## config.mk

```make
export PLATFORM = sky130hd
export DESIGN_NAME = rtc_snap_seq
export DESIGN_NICKNAME = d
export VERILOG_FILES = /design/src/rtl/rtc_snap_pkg.sv /design/src/rtl/rtc_bin2bcd.sv /design/src/rtl/rtc_bcd2bin.sv /design/src/rtl/rtc_snap_seq.sv
export SDC_FILE = /design/constraint.sdc
export NUM_CORES = 1
export LEC_CHECK = 0
export ABC_AREA = 1
export BUFFER_PORTS_ARGS = -buffer_cell sky130_fd_sc_hd__buf_2
export CAP_MARGIN = 10
export CELL_PAD_IN_SITES_DETAIL_PLACEMENT = 1
export CELL_PAD_IN_SITES_GLOBAL_PLACEMENT = 2
export CORE_UTILIZATION = 34
export CTS_CLUSTER_DIAMETER = 30
export CTS_CLUSTER_SIZE = 20
export DETAILED_ROUTE_END_ITERATION = 12
export PLACE_DENSITY_LB_ADDON = 0.1
export SYNTH_ARGS = -nofsm -noshare
export SYNTH_HDL_FRONTEND = slang
export SYNTH_SLANG_ARGS = --single-unit
export TNS_END_PERCENT = 50
```

## constraint.sdc

```tcl
create_clock -name clk_i -period 9 [get_ports clk_i]
set_input_delay 0.9 -clock clk_i [delete_from_list [all_inputs] [get_ports clk_i]]
set_output_delay 0.9 -clock clk_i [all_outputs]
set_load 0.03 [all_outputs]
```

## src/rtl/rtc_snap_pkg.sv

```systemverilog
package rtc_snap_pkg;
  localparam int NF = 7;        // date fields per transaction
  localparam int IDX_MON = 4;
  localparam int IDX_YEAR = 6;

  typedef enum logic [1:0] {
    OP_BITRD = 2'd0,
    OP_WRITE = 2'd1,
    OP_READ  = 2'd2,
    OP_CMD   = 2'd3
  } eng_op_e;

  typedef enum logic [1:0] {M_INIT, M_GET, M_SET} mode_e;
  typedef enum logic [1:0] {S_IDLE, S_ISSUE, S_WAIT} st_e;
endpackage

```

## src/rtl/rtc_bin2bcd.sv

```systemverilog
module rtc_bin2bcd #(
  parameter int FW = 7
) (
  input  logic [FW-1:0] bin_i,
  output logic [7:0]    bcd_o
);
  logic [7:0] b8, tens, ones;
  assign b8   = 8'(bin_i);
  assign tens = b8 / 8'd10;
  assign ones = b8 - tens * 8'd10;
  assign bcd_o = (tens << 4) | ones;
endmodule

```

## src/rtl/rtc_bcd2bin.sv

```systemverilog
module rtc_bcd2bin #(
  parameter int FW = 7
) (
  input  logic [7:0]    bcd_i,
  output logic [FW-1:0] bin_o
);
  logic [7:0] sum;
  assign sum   = {4'b0, bcd_i[7:4]} * 8'd10 + {4'b0, bcd_i[3:0]};
  assign bin_o = FW'(sum);
endmodule

```

## src/rtl/rtc_snap_seq.sv

```systemverilog
module rtc_snap_seq
  import rtc_snap_pkg::*;
#(
  parameter int          FW         = 7,
  parameter int          AW         = 4,
  parameter int          NSYNC      = 8,
  parameter logic [7:0]  TEST_PAT   = 8'h33,
  parameter logic [AW-1:0] A_STAT   = 4'h0,
  parameter logic [AW-1:0] A_SEC    = 4'h2,
  parameter logic [AW-1:0] A_MIN    = 4'h3,
  parameter logic [AW-1:0] A_HOUR   = 4'h4,
  parameter logic [AW-1:0] A_MDAY   = 4'h5,
  parameter logic [AW-1:0] A_MON    = 4'h6,
  parameter logic [AW-1:0] A_WDAY   = 4'h7,
  parameter logic [AW-1:0] A_YEAR   = 4'h8,
  parameter logic [AW-1:0] CMD_LATCH  = 4'hC,
  parameter logic [AW-1:0] CMD_COMMIT = 4'hD
) (
  input  logic             clk_i,
  input  logic             rst_ni,
  input  logic             init_i,
  input  logic             get_i,
  input  logic             set_i,
  input  logic [NF*FW-1:0] time_i,
  output logic             busy_o,
  output logic             done_o,
  output logic             err_o,
  output logic [NF*FW-1:0] time_o,
  output logic             eng_req_o,
  output logic [1:0]       eng_op_o,
  output logic [AW-1:0]    eng_addr_o,
  output logic [7:0]       eng_wdata_o,
  input  logic             eng_done_i,
  input  logic [7:0]       eng_rdata_i
);
  localparam int SW = $clog2(NSYNC + NF + 4);
  localparam logic [SW-1:0] ST_WR_PAT = SW'(NSYNC);
  localparam logic [SW-1:0] ST_RD_PAT = SW'(NSYNC + 1);

  st_e             st_q;
  mode_e           mode_q;
  logic [SW-1:0]   step_q;
  logic            done_q, err_q;
  logic [FW-1:0]   fld_q [NF];
  logic [7:0]      enc [NF];
  logic [FW-1:0]   dec;
  logic [2:0]      fidx;
  logic [7:0]      wsel;
  eng_op_e         op;
  logic [AW-1:0]   addr;
  logic [7:0]      wdata;
  logic            last;

  function automatic logic [AW-1:0] faddr(input logic [2:0] i);
    case (i)
      3'd0: faddr = A_SEC;
      3'd1: faddr = A_MIN;
      3'd2: faddr = A_HOUR;
      3'd3: faddr = A_MDAY;
      3'd4: faddr = A_MON;
      3'd5: faddr = A_WDAY;
      default: faddr = A_YEAR;
    endcase
  endfunction

  // per-field write adjustment and encoding
  for (genvar k = 0; k < NF; k++) begin : g_enc
    logic [FW-1:0] adj;
    if (k == IDX_MON) begin : g_mon
      assign adj = fld_q[k] + FW'(1);
    end else if (k == IDX_YEAR) begin : g_year
      assign adj = fld_q[k] % FW'(100);
    end else begin : g_plain
      assign adj = fld_q[k];
    end
    rtc_bin2bcd #(.FW(FW)) u_enc (.bin_i(adj), .bcd_o(enc[k]));
    assign time_o[k*FW +: FW] = fld_q[k];
  end

  rtc_bcd2bin #(.FW(FW)) u_dec (.bcd_i(eng_rdata_i), .bin_o(dec));

  assign fidx = (mode_q == M_GET) ? 3'(step_q - SW'(1)) : 3'(step_q);

  always_comb begin
    wsel = '0;
    for (int k = 0; k < NF; k++) if (fidx == 3'(k)) wsel = enc[k];
  end

  // operation decode from mode and step
  always_comb begin
    op = OP_CMD; addr = '0; wdata = '0; last = 1'b0;
    unique case (mode_q)
      M_INIT: begin
        if (step_q < ST_WR_PAT) op = OP_BITRD;
        else if (step_q == ST_WR_PAT) begin op = OP_WRITE; addr = A_SEC; wdata = TEST_PAT; end
        else if (step_q == ST_RD_PAT) begin op = OP_READ; addr = A_SEC; end
        else begin op = OP_WRITE; addr = A_STAT; last = 1'b1; end
      end
      M_GET: begin
        if (step_q == '0) begin op = OP_CMD; addr = CMD_LATCH; end
        else begin op = OP_READ; addr = faddr(fidx); end
        last = (step_q == SW'(NF));
      end
      default: begin
        if (step_q < SW'(NF)) begin op = OP_WRITE; addr = faddr(fidx); wdata = wsel; end
        else begin op = OP_CMD; addr = CMD_COMMIT; last = 1'b1; end
      end
    endcase
  end

  always_ff @(posedge clk_i or negedge rst_ni) begin
    if (!rst_ni) begin
      st_q <= S_IDLE; mode_q <= M_INIT; step_q <= '0;
      done_q <= 1'b0; err_q <= 1'b0;
      for (int k = 0; k < NF; k++) fld_q[k] <= '0;
    end else begin
      done_q <= 1'b0;
      err_q  <= 1'b0;
      unique case (st_q)
        S_IDLE: begin
          step_q <= '0;
          if (init_i) begin
            mode_q <= M_INIT; st_q <= S_ISSUE;
          end else if (set_i) begin
            mode_q <= M_SET; st_q <= S_ISSUE;
            for (int k = 0; k < NF; k++) fld_q[k] <= time_i[k*FW +: FW];
          end else if (get_i) begin
            mode_q <= M_GET; st_q <= S_ISSUE;
          end
        end
        S_ISSUE: st_q <= S_WAIT;
        default: if (eng_done_i) begin
          if (mode_q == M_GET && op == OP_READ)
            for (int k = 0; k < NF; k++)
              if (fidx == 3'(k)) fld_q[k] <= (k == IDX_MON) ? dec - FW'(1) : dec;
          if (mode_q == M_INIT && step_q == ST_RD_PAT && eng_rdata_i != TEST_PAT) begin
            st_q <= S_IDLE; done_q <= 1'b1; err_q <= 1'b1;
          end else if (last) begin
            st_q <= S_IDLE; done_q <= 1'b1;
          end else begin
            step_q <= step_q + SW'(1); st_q <= S_ISSUE;
          end
        end
      endcase
    end
  end

  assign busy_o      = (st_q != S_IDLE);
  assign done_o      = done_q;
  assign err_o       = err_q;
  assign eng_req_o   = (st_q == S_ISSUE);
  assign eng_op_o    = op;
  assign eng_addr_o  = addr;
  assign eng_wdata_o = wdata;


  req_pulse_chk: assert property (@(posedge clk_i) disable iff (!rst_ni)
    eng_req_o |=> !eng_req_o);

  done_pulse_chk: assert property (@(posedge clk_i) disable iff (!rst_ni)
    done_o |=> !done_o);

  err_with_done_chk: assert property (@(posedge clk_i) disable iff (!rst_ni)
    err_o |-> done_o);

  start_by_req_chk: assert property (@(posedge clk_i) disable iff (!rst_ni)
    $rose(busy_o) |-> $past(init_i || get_i || set_i));

  year_bcd_chk: assert property (@(posedge clk_i) disable iff (!rst_ni)
    (eng_req_o && mode_q == M_SET && eng_addr_o == A_YEAR && eng_op_o == OP_WRITE)
      |-> (eng_wdata_o[7:4] <= 4'd9 && eng_wdata_o[3:0] <= 4'd9));
endmodule

```

# After elaboration in Yosys (flattened, before gate mapping)
# Index checks and enable logic that the tools add are counted.
word_totals:
  wordCells: 160
  regBits: 60
  out_inout_bits: 67
classes:
  muxes: 62
  mul: 8
  n_div: 8
  add_sub_neg: 12
  n_eq_ne: 18
  magnitude_cmp: 2
  n_reduce_logical: 30
  bitwise_logic: 8
ops:
  columns: ["op", "count"]
  rows:
  - ["$mux W49", 4]
  - ["$pmux W49 S2", 1]
  - ["$mux W8", 8]
  - ["$div A7 B4 Y8 const B", 7]
  - ["$mul A8 B3 Y7 const B", 7]
  - ["$or A8 B8 Y8", 7]
  - ["$sub A7 B8 Y8", 7]
  - ["$mux W7", 7]
  - ["$reduce_and A6 Y1", 7]
  - ["$mux W2", 13]
  - ["$pmux W4 S6", 1]
  - ["$reduce_bool A2 Y1", 10]
  - ["$pmux W8 S2", 1]
  - ["$mux W5", 3]
  - ["$mux W1", 14]
  - ["$mux W6", 2]
  - ["$eq A5 B4 Y1 const B", 2]
  - ["$pmux W5 S2", 1]
  - ["$eq A3 B3 Y1 const B", 3]
  - ["$mux W4", 2]
  - ["$ne A8 B6 Y1 const B", 1]
  - ["$pmux W2 S2", 2]
  - ["$pmux W4 S2", 1]
  - ["$add A7 B1 Y7 const B", 1]
  - ["27 further kinds", 36]

# Depth between registers and ports, before layout
depth:
  ltp_word: 13
  ltp_mapped: 36
  mapped_depth_nobuf: 36

# Modules after synthesis
# From an unflattened synthesis, not the netlist that was laid out.
hier_totals:
  cells_unflattened: 1248
  hier_area_um2: 8419.3
modules_own_cells:
  columns: ["mod", "cells_each", "n_inst", "area_each_um2"]
  rows:
  - ["rtc_snap_seq", 563, 1, 4105.2]
  - ["rtc_bin2bcd (g_enc[3].u_enc ...)", 93, 3, 586.8]
  - ["rtc_bin2bcd (g_enc[0].u_enc ...)", 91, 3, 565.5]
  - ["rtc_bin2bcd (g_enc[6].u_enc)", 93, 1, 585.6]
  - ["rtc_bcd2bin", 40, 1, 271.5]

# Worst setup path after synthesis
# No wires, ideal clock.
synth_timing:
  path_kind: "register to output"
  from: "register fld_q, in the netlist g_enc[5].adj[4]"
  to: "output eng_wdata_o[6]"
  slack_ps: 3574
  n_path_buf: 0
  stages_incl_launch_ff: 34
  t_arrival_ps: 4526
  path_cell_list: "dfrtp_1 inv_1 a21oi_4 nand2_1 o21ai_1 inv_2 nand2_2 nand2_4 nand2_8 inv_4 nand2_1 nand2_2 nand2_2 nand2_2 nand2_2 inv_1 ha_1 nand2_1 nand3_1 nand2_1 o21ai_0 nor2_1 nand2_1 ha_1 ha_1 inv_1 fa_1 ha_1 inv_1 nor2_1 nor3_1 nand3b_1 a221oi_1 a21oi_1"
synth_between:
  elab_chain_len: 8
synth_lines:
  columns: ["item", "line", "text"]
  rows:
  - ["from (decl)", "rtc_snap_seq.sv:44", "logic [FW-1:0] fld_q [NF];"]
  - ["from (signal, indexed assignment)", "rtc_snap_seq.sv:135", "if (fidx == 3'(k)) fld_q[k] <= (k == IDX_MON) ? dec - FW'(1) : dec;"]
  - ["$div A7 B4 Y8", "rtc_bin2bcd.sv:9", "assign tens = b8 / 8'd10;"]
  - ["$mul A8 B3 Y7", "rtc_bin2bcd.sv:10", "assign ones = b8 - tens * 8'd10;"]
  - ["$sub A7 B8 Y8", "rtc_bin2bcd.sv:10", null]
  - ["$or A8 B8 Y8 *", "rtc_bin2bcd.sv:11", "assign bcd_o = (tens << 4) | ones;"]
  - ["$mux W8 * (2 in series)", "rtc_snap_seq.sv:86", "for (int k = 0; k < NF; k++) if (fidx == 3'(k)) wsel = enc[k];"]
  - ["$mux W8 *", "rtc_snap_seq.sv:105", "if (step_q < SW'(NF)) begin op = OP_WRITE; addr = faddr(fidx); wdata = wsel; end"]
  - ["$pmux W8 S2 *", "rtc_snap_seq.sv:92", "unique case (mode_q)"]
  - ["to (decl)", "rtc_snap_seq.sv:32", "output logic [7:0] eng_wdata_o,"]
# Every way passes the cells marked *; elsewhere a longest branch is shown, timed or not.

# Worst setup path after layout
layout_timing:
  from: "register fld_q, in the netlist g_enc[5].adj[6]"
  to: "output eng_wdata_o[6]"
# Same word-level chain as after synthesis.

==> metrics.cfg <==
[logic_synthesis]
yosys_warnings = 0
synth_edf_count = 0
gate_count_after_technology_mapping = 1126
prevailing_post_synth_register_cell = dfrtp_1
syn_area_per_cell_um2 = 6.69
netlist_top_cells_area = dfrtp_1 20%, nand2_1 14%, ha_1 12%, inv_1 8.5%, nor2_1 4.8%
synth-seq-cells = 60
netlist.top_cell.by_area = dfrtp_1
sequential_to_total_area_share_from_yosys_stat = 0.199
syn-num-nets = 1278
synth_largest_type_area_fraction = 0.199
async_s_r_ff_share_synth = 1.00
netlist-cell-type-count = 60
post_synth_instance_area_um2 = 7530

[clock_network]
h_tree_levels = 3
cts_resized = 0
max-clock-path-buffers = 2
cts-root-buf = clkbuf_16
clk_transition_reported_paths_ns = 0.06
numClockSinks = 60
numCtsBuffers = 9
clock_latency_ns = 0.34
post_cts_hold_buffer_count = 0
cts_tree = yes
post_cts.repair.setup_buffers = 0

[setup_path]
max_stage_delay_ns = 0.46
setup.worst_path.end_class = output pin
cpLargestDelayFamily = simple AND/OR/NAND/NOR gates
crit_path_start_kind = flip-flop
critical_path_start_end_classification = flip-flop to output pin
worst_path_max_delay_cell = dfrtp_1
cp_data_required_time_ns = 8.10
crit_fanout = 7
worstPathArrival_ns = 5.17
cp.buffers_inverters = 7

[floorplanning]
dieArea_um2 = 22700
placement_rows = 54
fp.coreArea_um2 = 21800
horiz_die_dim_um = 151
ioPinCount = 130
initial_core_util = 0.346
chipHeight_um = 151

[placed_design]
dpl-instance-area_um2 = 8480
buffer_ports.inserted = 129
placed_cells = 1522
final_gp_congestion = 0.845
dp.final_hpwl_um = 20800

[timing]
timing.final.setup_violations = 0
finClkSkew_ns = 0.00799
setup_total_negative_slack_ns = 0
min_period_ns = 6.07
actual_slew_at_the_worst_max_slew_pin_ns = 0.822
maxSlewViolCount = 0
timing.final.hold_violations = 0
grt_setup_unrepaired = no
timing.final.crit_share = 0.674
slew_limit_headroom = 0.452
timing.hold.ws_ns = 0.579
max_freq_mhz = 165

[routing]
drcViolationCount = 0
number_of_routed_nets_with_antenna_violations = 0
finalWirelength_um = 25200
wire_per_inst_um = 16.4
vias = 7687
1st_iter_drt_viols = 202
drt-pass1-iter-count = 4
post_drt_via_cell_ratio = 5.00

[global_routing]
grt-ovfl-total = 0
groute.usage.overall = 0.234
grt_pass1_vias = 7824
grt_pass1_wl_um = 40700
number_of_antenna_violations_at_the_first_check_in_global_routing = 0
grt_start_max_net_pins = 61

[finish]
post-route-cell-area_um2 = 8780
drive_gt1_frac = 0.195
most_common_cell_after_layout_fill_and_taps_aside = nand2_1
final_cell_mix = 287 x nand2_1, 171 x inv_1, 129 x buf_2
final_cell_count_no_fill = 1537
multi_input_area_um2 = 5200
diodes = 0
final_net_count = 1405
filler_cell_count = 2895
synthToLayoutAreaGrowth_pct = 16.7
seq_area_um2 = 1500

[job]
max_cap_viol_count = 0

[outcome]
status = complete, no violations

[min_path]
min_path_type = flip-flop to flip-flop

[kinds of logic after synthesis]
group,Yosys count,synth area share
AND/OR/NAND/NOR,532,0.319
buffers and inverters,214,0.110
AO/OA/AOI/OAI,201,0.170
adder cells (fa/ha/maj),89,0.164
flip-flops,60,0.199
XOR/XNOR,30,0.0374
[sequential cells by signal, summed over array words and instances (netlist names)]
signal	cells
done_o	1
st_q	2
g_enc.adj	35
step_q	5
err_o	1
time_o	14
mode_q	2
[worst paths after layout]
path	from	end	slack, ns	cells past startpoint
setup / recovery	g_enc[5].adj[6]$_DFFE_PN0P_	eng_wdata_o[6]	2.93	34
hold / removal	g_enc[3].adj[1]$_DFFE_PN0P_	g_enc[3].adj[1]$_DFFE_PN0P_	0.58	2
setup reg to reg	step_q[0]$_DFFE_PN0P_	step_q[4]$_DFFE_PN0P_	6.26	13
hold reg to reg	g_enc[3].adj[1]$_DFFE_PN0P_	g_enc[3].adj[1]$_DFFE_PN0P_	0.58	2
max in group asynchronous	rst_ni	time_o[31]$_DFFE_PN0P_	7.72	2
min in group asynchronous	rst_ni	time_o[48]$_DFFE_PN0P_	0.74	2
[per-layer routing]
| metal | global-route usage | up-vias | share of wire |
|---|---|---|---|
| met5 | 0 | - | 0 |
| met4 | 0.0690 | 0 | 0.021 |
| met3 | 0.0280 | 25 | 0.029 |
| met2 | 0.403 | 106 | 0.48 |
| met1 | 0.304 | 3629 | 0.47 |
| li1 | - | 3927 | - |
[per-stage QoR]
step	setup slack, ns	utilization
final	2.93	0.404
after global routing	2.41	0.404
after CTS	2.87	0.404
after detailed placement	3.25	0.390
after global placement	3.42	0.390
after floorplan	3.57	-
[worst reg2reg max path, cell delays in order, from the launching register on]
cell,delay [ns]
dfrtp_1,0.40
inv_1,0.25
ha_1,0.20
inv_1,0.05
nor2_1,0.08
inv_1,0.05
nor3_1,0.24
or2_2,0.18
o2111ai_1,0.17
a21oi_1,0.51
nand2_1,0.18
o21ai_0,0.20
nand2_1,0.07
nor2_1,0.09
[synth_stat cells, drive strengths merged (2+ instances only)]
cell,count
o31ai,2
fa,16
o211ai,10
nand2,317
xor2,20
a211oi,3
clkbuf,7
a21boi,3
o21bai,3
a21oi,56
or2,14
buf,9
nand3b,3
inv,196
ha,73
dfrtp,60
o21ai,60
o22ai,2
o221ai,4
nor2,107
nand3,69
a31oi,49
xnor2,10
clkinv,2
nand4,11
nor3b,2
nor3,7
[cell type report]
| class | count | share of cell area |
|---|---|---|
| clock buffer | 10 | 0.0261 |
| clock inverter | 5 | 0.00883 |
| inverter | 198 | 0.0858 |
| multi-input combinational | 852 | 0.592 |
| sequential | 60 | 0.171 |
| tap | 280 | 0.0399 |
| timing repair buffer | 132 | 0.0761 |
Power is not shown: default switching activity piles up to over one toggle a cycle in this logic, so the estimate is an artifact.
